--- config.mk ---
export PLATFORM = sky130hd
export DESIGN_NAME = and_exec_unit
export DESIGN_NICKNAME = d
export VERILOG_FILES = /design/src/rtl/and_exec_pkg.sv /design/src/rtl/and_decode.sv /design/src/rtl/ext_prefix_fsm.sv /design/src/rtl/and_agu.sv /design/src/rtl/and_regs.sv /design/src/rtl/and_exec_unit.sv
export SDC_FILE = /design/constraint.sdc
export NUM_CORES = 1
export LEC_CHECK = 0
export BUFFER_PORTS_ARGS = -buffer_cell sky130_fd_sc_hd__buf_2
export CORE_MARGIN = 4
export CORE_UTILIZATION = 51
export DETAILED_ROUTE_END_ITERATION = 16
export PLACE_DENSITY_LB_ADDON = 0.1
export RECOVER_POWER = 100
export REMOVE_ABC_BUFFERS = 1
export SLEW_MARGIN = 0
export SYNTH_ARGS = -nofsm -noshare
export SYNTH_HDL_FRONTEND = slang
export SYNTH_SLANG_ARGS = --single-unit
--- constraint.sdc ---
create_clock -name clk -period 3.2 [get_ports clk]
set_input_delay 0.32 -clock clk [delete_from_list [all_inputs] [get_ports clk]]
set_output_delay 0.32 -clock clk [all_outputs]
set_load 0.03 [all_outputs]
--- src/rtl/and_exec_pkg.sv ---
package and_exec_pkg;

    typedef enum logic [0:0] {
        ST_PLAIN = 1'b0,
        ST_ARMED = 1'b1
    } pfx_state_e;

    typedef enum logic [2:0] {
        RSEL_A     = 3'd0,
        RSEL_B     = 3'd1,
        RSEL_X     = 3'd2,
        RSEL_Y     = 3'd3,
        RSEL_FLAGS = 3'd4
    } rsel_e;

    typedef struct packed {
        logic legal;
        logic acc_b;
        logic idx_y;
        logic post_inc;
    } dec_t;

    localparam int FLG_E = 3;
    localparam int FLG_I = 2;
    localparam int FLG_C = 1;
    localparam int FLG_Z = 0;

endpackage

--- src/rtl/and_decode.sv ---
module and_decode
    import and_exec_pkg::*;
#(
    parameter int               OPC_W    = 13,
    parameter logic [OPC_W-1:0] OPC_BASE = 13'h1A60
) (
    input  logic [OPC_W-1:0] code,
    output dec_t             dec
);
    localparam int FAM_W = OPC_W - 3;
    localparam logic [FAM_W-1:0] FAMILY = OPC_BASE[OPC_W-1:3];

    always_comb begin
        dec.legal    = (code[OPC_W-1:3] == FAMILY);
        dec.acc_b    = code[2];
        dec.idx_y    = code[1];
        dec.post_inc = code[0];
    end
endmodule

--- src/rtl/ext_prefix_fsm.sv ---
module ext_prefix_fsm
    import and_exec_pkg::*;
#(
    parameter int EXT_W = 8
) (
    input  logic             clk,
    input  logic             rst_n,
    input  logic             load,
    input  logic [EXT_W-1:0] load_val,
    input  logic             consume,
    output logic             active,
    output logic [EXT_W-1:0] ext_val
);
    pfx_state_e       state_q, state_d;
    logic [EXT_W-1:0] val_q;

    always_comb begin
        state_d = state_q;
        unique case (state_q)
            ST_PLAIN: begin
                if (load)
                    state_d = ST_ARMED;   // arm
            end
            ST_ARMED: begin
                if (consume)
                    state_d = ST_PLAIN;   // consume
                else if (load)
                    state_d = ST_ARMED;   // re-arm
            end
            default: state_d = ST_PLAIN;
        endcase
    end

    always_ff @(posedge clk or negedge rst_n) begin
        if (!rst_n) begin
            state_q <= ST_PLAIN;
            val_q   <= '0;
        end else begin
            state_q <= state_d;
            if (load && !consume)
                val_q <= load_val;
        end
    end

    always_comb begin
        active  = (state_q == ST_ARMED);
        ext_val = val_q;
    end

    p_consume_clears_r3: assert property (@(posedge clk) disable iff (!rst_n)
        consume |=> !active);
    p_load_arms_r3: assert property (@(posedge clk) disable iff (!rst_n)
        (load && !consume) |=> (active && ext_val == $past(load_val)));
endmodule

--- src/rtl/and_agu.sv ---
module and_agu
    import and_exec_pkg::*;
#(
    parameter int ADDR_W = 16,
    parameter int EXT_W  = 8
) (
    input  logic              go,
    input  dec_t              dec,
    input  logic              ext_active,
    input  logic [EXT_W-1:0]  ext_val,
    input  logic [ADDR_W-1:0] idx_x,
    input  logic [ADDR_W-1:0] idx_y,
    output logic              rd_en,
    output logic [ADDR_W-1:0] addr,
    output logic [ADDR_W-1:0] next_idx
);
    localparam int PAGE_W = ADDR_W - EXT_W;

    logic [ADDR_W-1:0] ext_addr;
    logic [ADDR_W-1:0] base;
    logic              use_ext;

    generate
        if (PAGE_W > 0) begin : g_paged
            assign ext_addr = {(dec.idx_y ? {PAGE_W{1'b1}} : {PAGE_W{1'b0}}), ext_val};
        end else begin : g_flat
            assign ext_addr = ext_val[ADDR_W-1:0];
        end
    endgenerate

    always_comb begin
        base     = dec.idx_y ? idx_y : idx_x;
        use_ext  = ext_active && !dec.post_inc;
        rd_en    = go;
        addr     = '0;
        if (go)
            addr = use_ext ? ext_addr : base;
        next_idx = base + 1'b1;
    end
endmodule

--- src/rtl/and_regs.sv ---
module and_regs
    import and_exec_pkg::*;
#(
    parameter int DATA_W = 4,
    parameter int ADDR_W = 16
) (
    input  logic              clk,
    input  logic              rst_n,
    input  logic              exec,
    input  dec_t              dec,
    input  logic [DATA_W-1:0] rdata,
    input  logic [ADDR_W-1:0] next_idx,
    input  logic              wr_en,
    input  logic [2:0]        wr_sel,
    input  logic [ADDR_W-1:0] wr_data,
    output logic [DATA_W-1:0] acc_a,
    output logic [DATA_W-1:0] acc_b,
    output logic [ADDR_W-1:0] idx_x,
    output logic [ADDR_W-1:0] idx_y,
    output logic              flag_i,
    output logic              flag_c,
    output logic              flag_z
);
    logic [DATA_W-1:0] acc_q [2];
    logic [ADDR_W-1:0] idx_q [2];
    logic [DATA_W-1:0] sel_acc;
    logic [DATA_W-1:0] result;
    rsel_e             sel;

    always_comb begin
        sel     = rsel_e'(wr_sel);
        sel_acc = dec.acc_b ? acc_q[1] : acc_q[0];
        result  = sel_acc & rdata;
    end

    generate
        for (genvar g = 0; g < 2; g++) begin : g_acc
            always_ff @(posedge clk or negedge rst_n) begin
                if (!rst_n)
                    acc_q[g] <= '0;
                else if (exec) begin
                    if (dec.acc_b == 1'(g))
                        acc_q[g] <= result;
                end else if (wr_en && wr_sel == 3'(g))
                    acc_q[g] <= wr_data[DATA_W-1:0];
            end

            always_ff @(posedge clk or negedge rst_n) begin
                if (!rst_n)
                    idx_q[g] <= '0;
                else if (exec) begin
                    if (dec.post_inc && dec.idx_y == 1'(g))
                        idx_q[g] <= next_idx;
                end else if (wr_en && wr_sel == 3'(g + 2))
                    idx_q[g] <= wr_data;
            end
        end
    endgenerate

    always_ff @(posedge clk or negedge rst_n) begin
        if (!rst_n) begin
            flag_i <= 1'b0;
            flag_c <= 1'b0;
            flag_z <= 1'b0;
        end else if (exec) begin
            flag_z <= (result == '0);
        end else if (wr_en) begin
            unique case (sel)
                RSEL_FLAGS: begin
                    flag_i <= wr_data[FLG_I];
                    flag_c <= wr_data[FLG_C];
                    flag_z <= wr_data[FLG_Z];
                end
                default: ;
            endcase
        end
    end

    always_comb begin
        acc_a = acc_q[0];
        acc_b = acc_q[1];
        idx_x = idx_q[0];
        idx_y = idx_q[1];
    end

    p_zero_flag_r2: assert property (@(posedge clk) disable iff (!rst_n)
        exec |=> (flag_z == ($past(dec.acc_b) ? (acc_b == '0) : (acc_a == '0))));
    p_ic_hold_r2: assert property (@(posedge clk) disable iff (!rst_n)
        exec |=> ($stable(flag_i) && $stable(flag_c)));
    p_inc_step_r4: assert property (@(posedge clk) disable iff (!rst_n)
        (exec && dec.post_inc && !dec.idx_y) |=> (idx_x == ADDR_W'($past(idx_x) + 1'b1) && $stable(idx_y)));
    p_idx_hold_r4: assert property (@(posedge clk) disable iff (!rst_n)
        (exec && !dec.post_inc) |=> ($stable(idx_x) && $stable(idx_y)));
    p_other_acc_r1: assert property (@(posedge clk) disable iff (!rst_n)
        (exec && dec.acc_b) |=> $stable(acc_a));
endmodule

--- src/rtl/and_exec_unit.sv ---
module and_exec_unit
    import and_exec_pkg::*;
#(
    parameter int               DATA_W   = 4,
    parameter int               ADDR_W   = 16,
    parameter int               EXT_W    = 8,
    parameter int               OPC_W    = 13,
    parameter logic [OPC_W-1:0] OPC_BASE = 13'h1A60
) (
    input  logic              clk,
    input  logic              rst_n,
    input  logic              instr_valid,
    input  logic [OPC_W-1:0]  instr_code,
    input  logic              ext_load,
    input  logic [EXT_W-1:0]  ext_value,
    input  logic              reg_wr_en,
    input  logic [2:0]        reg_wr_sel,
    input  logic [ADDR_W-1:0] reg_wr_data,
    output logic              mem_rd_en,
    output logic [ADDR_W-1:0] mem_addr,
    input  logic [DATA_W-1:0] mem_rdata,
    output logic [DATA_W-1:0] acc_a,
    output logic [DATA_W-1:0] acc_b,
    output logic [ADDR_W-1:0] idx_x,
    output logic [ADDR_W-1:0] idx_y,
    output logic [3:0]        flags,
    output logic              unhandled
);
    dec_t              dec;
    logic              exec;
    logic              pfx_load;
    logic              wr_ok;
    logic              ext_active;
    logic [EXT_W-1:0]  ext_val;
    logic [ADDR_W-1:0] next_idx;
    logic              flag_i, flag_c, flag_z;

    and_decode #(.OPC_W(OPC_W), .OPC_BASE(OPC_BASE)) u_dec (
        .code (instr_code),
        .dec  (dec)
    );

    always_comb begin
        exec      = instr_valid && dec.legal;
        unhandled = instr_valid && !dec.legal;
        pfx_load  = ext_load && !instr_valid;
        wr_ok     = reg_wr_en && !instr_valid && !ext_load;
    end

    ext_prefix_fsm #(.EXT_W(EXT_W)) u_pfx (
        .clk      (clk),
        .rst_n    (rst_n),
        .load     (pfx_load),
        .load_val (ext_value),
        .consume  (exec),
        .active   (ext_active),
        .ext_val  (ext_val)
    );

    and_agu #(.ADDR_W(ADDR_W), .EXT_W(EXT_W)) u_agu (
        .go         (exec),
        .dec        (dec),
        .ext_active (ext_active),
        .ext_val    (ext_val),
        .idx_x      (idx_x),
        .idx_y      (idx_y),
        .rd_en      (mem_rd_en),
        .addr       (mem_addr),
        .next_idx   (next_idx)
    );

    and_regs #(.DATA_W(DATA_W), .ADDR_W(ADDR_W)) u_regs (
        .clk      (clk),
        .rst_n    (rst_n),
        .exec     (exec),
        .dec      (dec),
        .rdata    (mem_rdata),
        .next_idx (next_idx),
        .wr_en    (wr_ok),
        .wr_sel   (reg_wr_sel),
        .wr_data  (reg_wr_data),
        .acc_a    (acc_a),
        .acc_b    (acc_b),
        .idx_x    (idx_x),
        .idx_y    (idx_y),
        .flag_i   (flag_i),
        .flag_c   (flag_c),
        .flag_z   (flag_z)
    );

    always_comb begin
        flags        = '0;
        flags[FLG_E] = ext_active;
        flags[FLG_I] = flag_i;
        flags[FLG_C] = flag_c;
        flags[FLG_Z] = flag_z;
    end

    p_unhandled_quiet_r8: assert property (@(posedge clk) disable iff (!rst_n)
        unhandled |-> (!mem_rd_en && mem_addr == '0));
    p_unhandled_stable_r8: assert property (@(posedge clk) disable iff (!rst_n)
        unhandled |=> ($stable(acc_a) && $stable(acc_b) && $stable(idx_x) && $stable(idx_y) && $stable(flags)));
    p_idle_no_read_r5: assert property (@(posedge clk) disable iff (!rst_n)
        !instr_valid |-> !mem_rd_en);
    p_page_offset_r6: assert property (@(posedge clk) disable iff (!rst_n)
        (mem_rd_en && flags[FLG_E] && !dec.post_inc) |-> (mem_addr[EXT_W-1:0] == ext_val));
    p_postinc_index_r7: assert property (@(posedge clk) disable iff (!rst_n)
        (mem_rd_en && dec.post_inc && !dec.idx_y) |-> (mem_addr == idx_x));
endmodule

# Word level (Yosys, flattened, before mapping)
# Index checks and enable logic that the tools add are counted.
[classes]
add_sub_neg = 1
n_eq_ne = 9
mux = 23
n_bitwise = 4
reduce_logical = 32
[op_table]
columns = ["cell", "count"]
rows = [
  ["two-way mux 16 bit", 9],
  ["two-way mux 4 bit", 7],
  ["adder 16 x 1 -> 16 bit, second input constant", 1],
  ["logical AND 1 bit", 13],
  ["nonzero test 2 bit", 6],
  ["== test 10 bit, second input constant", 1],
  ["AND reduction 2 bit", 5],
  ["two-way mux 8 bit", 1],
  ["== test 3 x 2 -> 1 bit, second input constant", 2],
  ["logical NOT 1 bit", 5],
  ["two-way mux 1 bit", 5],
  ["bitwise AND 4 bit", 1],
  ["logical NOT 4 bit", 1],
  ["inequality test 2 x 1 -> 1 bit, second input constant", 2],
  ["inequality test 2 bit, second input constant", 2],
  ["== test 3 x 1 -> 1 bit, second input constant", 1],
  ["== test 3 bit, second input constant", 1],
  ["logical NOT 3 bit", 1],
  ["inverter 1 bit", 3],
  ["AND reduction 3 bit", 1],
  ["case mux 1 bit (2 select lines)", 1],
]
[totals]
reg_bits = 52
in_bits = 49
out_inout_bits = 62
word_cells = 78

# Longest topological paths before layout
# Gate-level depths: netlist (run 1).
[depth]
ltp_word = 6
depth_mapped = 10
depth_no_buf = 8

# By module
# Synthesis (run 1) repeated with hierarchy kept, for this count alone.
[unflattened]
hier_cells = 332
area_unflattened_um2 = 3345.7
[by_module_without_submodules]
columns = ["module", "instances", "cells_per_inst", "area_each_um2", "seq_area_each_um2"]
rows = [
  ["and_regs", 1, 177, 2009.4, 1076.0],
  ["and_agu", 1, 120, 842.1, 0.0],
  ["ext_prefix_fsm", 1, 21, 384.1, 225.2],
  ["and_exec_unit", 1, 8, 62.6, 0.0],
  ["and_decode", 1, 6, 47.5, 0.0],
]

# Worst setup path before layout (run 1)
# No wires, ideal clock.
[synth_timing]
kind = "input port to flip-flop"
start = "input instr_code[1]"
end = "register u_regs.idx_q, in the netlist u_regs.idx_y[14]"
setup_time_ns = 0.069
arrival_ns = 2.892
t_required_ns = 3.131
slack_ns = 0.238
path_stages = 10
path_buffers = 3
path_cell_list = "buf_2 -> buf_2 -> clkbuf_1 -> mux2_2 -> ha_1 -> and4b_1 -> a41oi_1 -> nor4_1 -> or4b_1 -> nand3_1"
[synth_via]
elab_chain_cells = 4
elab_cells_between_ends = 7
classes_between = "1 x add/sub; 1 x eq/ne; 3 x mux; 2 x reduce/logical"
[synth_rtl]
columns = ["element", "line", "text"]
rows = [
  ["start: declaration", "and_exec_unit.sv:13", "input logic [OPC_W-1:0] instr_code,"],
  ["two-way mux 16 bit", "and_agu.sv:32", "base = dec.idx_y ? idx_y : idx_x;"],
  ["adder 16 x 1 -> 16 bit", "and_agu.sv:38", "next_idx = base + 1'b1;"],
  ["two-way mux 16 bit", "and_regs.sv:52", "if (dec.post_inc && dec.idx_y == 1'(g))"],
  ["two-way mux 16 bit", "and_regs.sv:51", "else if (exec) begin"],
  ["end signal: indexed assignment", "and_regs.sv:53", "idx_q[g] <= next_idx;"],
  ["end signal: indexed assignment", "and_regs.sv:55", "idx_q[g] <= wr_data;"],
  ["end: declaration", "and_regs.sv:25", "logic [ADDR_W-1:0] idx_q [2];"],
]
# Parallel ways exist; a longest one is shown, timed or not. The select of a mux whose other input is x is not followed.
# A chain may end at the register's enable or synchronous reset.

# Final worst setup path (run 1)
[layout_timing]
start = "input instr_code[1]"
end = "register u_regs.idx_q, in the netlist u_regs.idx_y[8]"
# The elaborated chain is that of the path after synthesis.

==> results.toml, run 1 <==
[detailed_routing]
route.vias.total = 3068
post_drt_wl_per_cell_um = 17.35
wl_um = 9037
drtIter0Drc = 155
route.detailed.vias_per_inst = 5.889
ant_nets = 0
drt_pass1_iterations = 4
drc = 0

[sta]
final_period_minus_worst_setup_slack_ns = 2.704
timing_max_transition_violations_final = 28
report.final.hold_viol_count = 0
period_share_pct = 84.50
rsz0062_at_grt = "no"
final-setup-viol-count = 0
clock-skew-final_ns = 0.006535
maxSlewHeadroom_pct = -8.062
holdWs_ns = 0.2225
max_freq_ghz = 0.3698
fin_tns_setup_ns = 0
timing_worst_slew_pin_value_ns = 1.621

[setup_path]
crit_path_start_kind = "primary input"
cp.required_ns = 3.43
critPathMostFrequentCell = "clkbuf_1"
r2r-start = "u_regs.idx_x[1]"
critPathArrivalTime_ns = 2.93
slowest_stage = "clkbuf_1"
timing.critical_path.max_delay_family = "buffers and inverters"
endpoint_kind = "flip-flop"
crit_buf_inv = 4
worst-setup-path-type = "in2reg"
crit_fanout = 47
crit_path_cells = "clkbuf_1 > buf_4 > nand2_1 > o21ai_0 > clkbuf_1 > clkbuf_1 > o311ai_0 > o21a_1"
critical_path.max_stage_delay_ns = 0.62
worst_setup_path_startpoint = "instr_code[1]"

[clocking]
cts_sinks = 52
h-tree-depth = 2
cts-buffers-inserted = 5
max-clock-path-buffers = 2
ctsRootBufferMaster = "clkbuf_8"
clk-insertion-delay-late_ns = 0.32
clk_pin_slew_ns = 0.11
post-cts-setup-buffer-count = 0
tritoncts = "done"
post_cts_resize_count = 0
ctsHoldBuffers = 0

[logic_synthesis]
synth_top_area_share_pct = 39.04
synthDistinctLibCells = 59
synthCells = 335
async_flop_share_pct = 100.0
yosys_register_bits = 52
mappedNetlistArea_um2 = 3333
synthesis.yosys.warnings = 0
post-synth-top-area-cell = "dfrtp_1"
postSynth.topFlopCell = "dfrtp_1"
synth_top_cells_by_area = "dfrtp_1 (39%), mux2_2 (14%), mux2i_1 (6.3%)"
synth_enable_flop_cells = 0
avgSynthCellArea_um2 = 9.950
sequential_to_total_area_share_from_yosys_stat_pct = 39.04

[cells_and_area]
filler_cell_count = 586
utilization_pct = 62.11
area_delta_synth_final_pct = 18.32
post_route_cells_drive_above_1_share_pct = 23.42
finalNonFillerCells = 521
insertedDiodeCount = 0
num-nets-final = 493
layout_common_cells = "clkbuf_1 (69), dfrtp_1 (52), buf_2 (47)"
mostFrequentLayoutCell = "clkbuf_1"

[die]
initial_utilization_pct = 52.49
die_width_um = 88.85
floorplan.io_pins = 111
floorplan.die.height_um = 88.85
fp.coreArea_um2 = 6350
placement_row_count = 29
die_outline_area_um2 = 7893

[grt]
via_count_of_the_first_global_routing_pass = 2945
maximum_number_of_pins_on_one_net_before_global_route_repair = 48
grt_antenna_before_repair = 0
global_route.overflow_total = 0
global_route_wire_length_before_repair_um = 14410
global_route.usage.total_pct = 23.48

[place]
cell_count_post_placement = 513
hpwlAfterDp_um = 6759
buffer_ports.inserted = 110
place.gp.congestion = 0.8083

[status]
violations = "capacitance limit, slew limit"
outcome = "finished with violations"

[pwr]
p_per_area_nw_per_um2 = 537.0
cellLeakagePower_nw = 1.741
peakVddDrop_mv = 0.3387

[worst_hold_path]
hold_path_startpoint = "ext_value[4]"
holdCritPathClass = "in2reg"

[run]
maxCapViolCount = 1
## where the power goes
part | internal (mW) | switching (mW) | leakage, nW
Combinational | 0.258 | 0.497 | 1.06
Sequential | 0.787 | 0.149 | 0.634
Clock | 0.166 | 0.260 | 0.0511
Total | 1.21 | 0.906 | 1.74
## stage by stage
stage	power (mW)	cell area, um2	setup WS (ns)
after floorplan	1.459	3228	0.2480
after global placement	1.726	3958	0.6386
after detailed placement	1.739	3958	0.5898
after CTS	2.160	4055	0.6751
after global routing	2.241	3944	0.2608
final	2.118	3944	0.4959
## path summary, 6_finish.rpt
check	slack [ns]	depth (start not counted)	endpoint
max in group asynchronous	0.83	2	u_regs.idx_x[3]
setup reg to reg	0.64	7	u_regs.idx_y[14]
min in group asynchronous	0.39	1	u_regs.idx_x[11]
setup / recovery	0.50	8	u_regs.idx_y[8]
hold / removal	0.22	2	u_pfx.ext_val[4]
hold reg to reg	0.52	1	u_regs.flag_i
## flip-flops by register name, indices dropped and copies added (netlist names)
signal / count
u_regs.acc_a: 4
u_pfx.active: 1
u_regs.idx_x: 16
u_regs.flag_c: 1
u_regs.flag_i: 1
u_regs.flag_z: 1
u_pfx.ext_val: 8
u_regs.idx_y: 16
u_regs.acc_b: 4
## cells by family after synthesis
kind of cell / Yosys count / share of synthesized area, %
mux: 61 / 19.82
xor+xnor: 5 / 1.314
compound gates: 81 / 16.74
fa+ha+maj: 1 / 0.3753
buf+inv: 32 / 4.504
simple gates: 103 / 18.21
flops: 52 / 39.04
## metal layers
layer / up-vias / GRT usage [%] / part of all wire [%]
met5: - / 0 / 0
met4: 0 / 7.418 / 1.0
met3: 9 / 4.842 / 7.7
met2: 118 / 37.45 / 47
met1: 1462 / 32.04 / 44
li1: 1479 / - / -
## layout make-up
class | count | area (um2) | area share, %
clock inverters | 3 | 28.78 | 0.7297
inverters | 12 | 45.04 | 1.142
clock buffers | 5 | 68.82 | 1.745
repair buffers | 121 | 531.8 | 13.48
multi-input cells | 251 | 1872 | 47.46
flip-flops and latches | 52 | 1301 | 32.99
well taps | 77 | 96.34 | 2.443
## Yosys cell counts, drive strengths merged, types with 3 or more instances
cell    count
a211oi     11
a21boi      4
a21oi      21
a22oi       3
a311oi      4
a31oi       7
and2        3
and3        4
and4b       4
buf        12
clkbuf      8
dfrtp      52
inv        12
mux2       40
mux2i      21
nand2      23
nand3      10
nand3b      7
nor2       26
nor4        4
o21a        3
o21ai       9
o31a        3
o31ai       5
xnor2       5
## worst reg2reg max path, stage by stage (launching register included)
cell     delay, ns
dfrtp_1       0.45
mux2_2        0.31
ha_1          0.25
and4b_1       0.21
a41oi_1       0.50
nor4_1        0.21
or4b_1        0.50
nand3_1       0.08
Note: power is estimated with default switching activity, not from simulation.
==> run 2, diff against run 1 <==
Settings changed: ABC_AREA from default to 1, CORE_UTILIZATION 51 to 47.
Clock period 3.2 ns to 2.2 ns, I/O delays scaled along.
==> run 2 against run 1 <==
Highest routed layer unchanged. Total power grew 47%. Flip-flop and latch count is the same. Count of clock-buffer cells in the layout is the same. Synthesized cell count grew 49%. Sequential share of layout area shrank 1.2 points. Register-to-register slack lost 0.22 ns. The flow now finishes without violations. Area after synthesis grew 6.0%. Largest power group unchanged. Clock skew grew 0.0081 ns. Combinational power grew 48%. Core utilization shrank 6.1 points.
==> results.toml, run 2 <==
[grt]
grt_antenna_before_repair = 0
global_route.usage.total_pct = 24.27
via_count_of_the_first_global_routing_pass = 3665
global_route_wire_length_before_repair_um = 17130
global_route.overflow_total = 0
maximum_number_of_pins_on_one_net_before_global_route_repair = 32

[cells_and_area]
mostFrequentLayoutCell = "nand2_1"
design_area_um2 = 4088
area_delta_synth_final_pct = 15.73
insertedDiodeCount = 0
layout_common_cells = "nand2_1 (186), clkbuf_1 (52), dfrtp_1 (52)"
post_route_cells_drive_above_1_share_pct = 19.83
num-nets-final = 654

[run]
maxCapViolCount = 0

[place]
buffer_ports.inserted = 110
place.gp.congestion = 0.9619
place_area_um2 = 4096
hpwlAfterDp_um = 7958
placement.setup.worst_slack_ns = 0.2458

[worst_hold_path]
worst_hold_path.num_cells = 3
holdCritPathClass = "in2reg"

[sta]
clock-skew-final_ns = 0.01464
report.final.hold_viol_count = 0
final-setup-viol-count = 0
setup_ws_ns = 0.1647
final_period_minus_worst_setup_slack_ns = 2.035
timing_max_transition_violations_final = 0
fin_tns_setup_ns = 0
timing_worst_slew_pin_value_ns = 0.7777
rsz0062_at_grt = "no"
holdWs_ns = 0.1060
max_freq_ghz = 0.4913
maxSlewHeadroom_pct = 48.15
period_share_pct = 92.51

[logic_synthesis]
synth_top_area_share_pct = 36.84
mappedNetlistArea_um2 = 3532
post_synth_most_frequent_cells = "nand2_1 (185), dfrtp_1 (52), inv_1 (44)"
synthesis.yosys.warnings = 0
async_flop_share_pct = 100.0
yosys_register_bits = 52
avgSynthCellArea_um2 = 7.064
postSynth.topFlopCell = "dfrtp_1"
sequential_to_total_area_share_from_yosys_stat_pct = 36.84
yosys.cell_count.top_type = "nand2_1"
synthCells = 500
synthDistinctLibCells = 38
synth_enable_flop_cells = 0
synth_top_cells_by_area = "dfrtp_1 (37%), nand2_1 (20%), nand3_1 (5.0%)"
post-synth-top-area-cell = "dfrtp_1"

[detailed_routing]
ant_nets = 0
route.detailed.vias_per_inst = 5.112
met1_length_um = 4397
post_drt_wl_per_cell_um = 14.59
drt_pass1_iterations = 5
drtIter0Drc = 166
drc = 0
highest-signal-layer = "met4"
route.vias.total = 3599
met2_wirelength_um = 4925
wl_um = 10270
met3WireLength_um = 777

[pwr]
pwr-share-clk_pct = 22.5
p_per_area_nw_per_um2 = 761.3
cellLeakagePower_nw = 2.104
swShare_pct = 42.26
power.switching_mw = 1.315
comb_power_share_pct = 36.0
peakVddDrop_mv = 0.3607
p_int_mw = 1.797
sequential_share_of_power_pct = 41.5

[status]
outcome = "finished clean"

[clocking]
post-cts-setup-buffer-count = 0
max-clock-path-buffers = 2
cts-buffers-inserted = 5
tritoncts = "done"
h-tree-depth = 2
ctsRootBufferMaster = "clkbuf_8"
cts_sinks = 52
clk-insertion-delay-late_ns = 0.32
clk_pin_slew_ns = 0.11

[setup_path]
crit_path_cell_count = 6
critical_path.max_stage_delay_ns = 0.36
crit_path_cells = "inv_1 > or2_2 > buf_4 > mux2i_1 > nor2_1 > clkbuf_1"
timing.critical_path.max_delay_family = "buffers and inverters"
worst-setup-path-type = "reg2out"
cp.required_ns = 1.98
crit_buf_inv = 3
crit_path_start_kind = "flip-flop"
crit_fanout = 16
setup.reg_to_reg.worst_slack_ns = 0.42
ff2ff_path_depth = 9
critPathArrivalTime_ns = 1.82
endpoint_kind = "output port"
slowest_stage = "dfrtp_1"

[die]
initial_utilization_pct = 48.44
floorplan.die.height_um = 94.69
placement_row_count = 31
die_width_um = 94.69
die_outline_area_um2 = 8966
floorplan.io_pins = 111
fp.coreArea_um2 = 7292
run 2: metrics by stage:
stage	power, mW	util [%]	instances
4_1_cts	3.192	57.89	704
3_5_place_dp	2.497	56.18	695
2_1_floorplan	2.094	-	476
5_1_grt	3.302	56.06	704
6_report	3.112	56.06	704
3_3_place_gp	2.483	56.18	695
run 2: worst reg2reg max path, cell delays in order, from the launching register on:
cell     delay (ns)
dfrtp_1        0.36
inv_1          0.06
o21ai_2        0.19
ha_1           0.23
nand3_1        0.22
nor2_2         0.22
xor2_1         0.19
nand2_1        0.09
nand3_1        0.08
nand2_1        0.05
run 2: routing by layer:
| metal | GRT usage (%) | vias to the layer above |
|---|---|---|
| li1 | - | 1788 |
| met1 | 30.11 | 1656 |
| met2 | 42.45 | 138 |
| met3 | 4.940 | 17 |
| met4 | 7.091 | 0 |
| met5 | 0 | - |
run 2: area by class of cell:
type                    instances  area, um2
clock buffers                   5      68.82
clock inverters                 3      46.29
fillers                       798       3204
inverters                      49      183.9
multi-input cells             375       1800
flip-flops and latches         52       1301
well taps                      99      123.9
repair buffers                121      563.0
run 2: final timing paths:
kind | from | endpoint
min in group asynchronous | rst_n | u_regs.idx_y[6]
setup / recovery | u_pfx.active | mem_addr[5]
hold reg to reg | u_regs.flag_i | u_regs.flag_i
setup reg to reg | u_regs.idx_x[1] | u_regs.idx_y[6]
hold / removal | reg_wr_data[2] | u_regs.flag_i
max in group asynchronous | rst_n | u_regs.idx_y[3]
run 2: cell families after synthesis:
logic type / count (synthesis) / synth area share [%]
simple gates: 304 / 38.04
buf+inv: 73 / 10.52
flops: 52 / 36.84
compound gates: 51 / 8.679
mux: 16 / 4.818
xor+xnor: 3 / 0.7440
fa+ha+maj: 1 / 0.3542
run 2: what timing repair did:
action                                  in CTS  in global routing
endpoints found under the setup margin       0                  8
hold endpoints to repair                    29                  0
resized for setup                            0                  1
hold buffers                                 1                  0
run 2: power groups by stage:
stage               clock network [mW]  registers, mW  logic, mW
floorplan                            0           1.60      0.494
global placement                     0           1.30       1.18
detailed placement                   0           1.31       1.19
CTS                              0.706           1.29       1.20
global route                     0.739           1.32       1.25
finish                           0.700           1.29       1.12
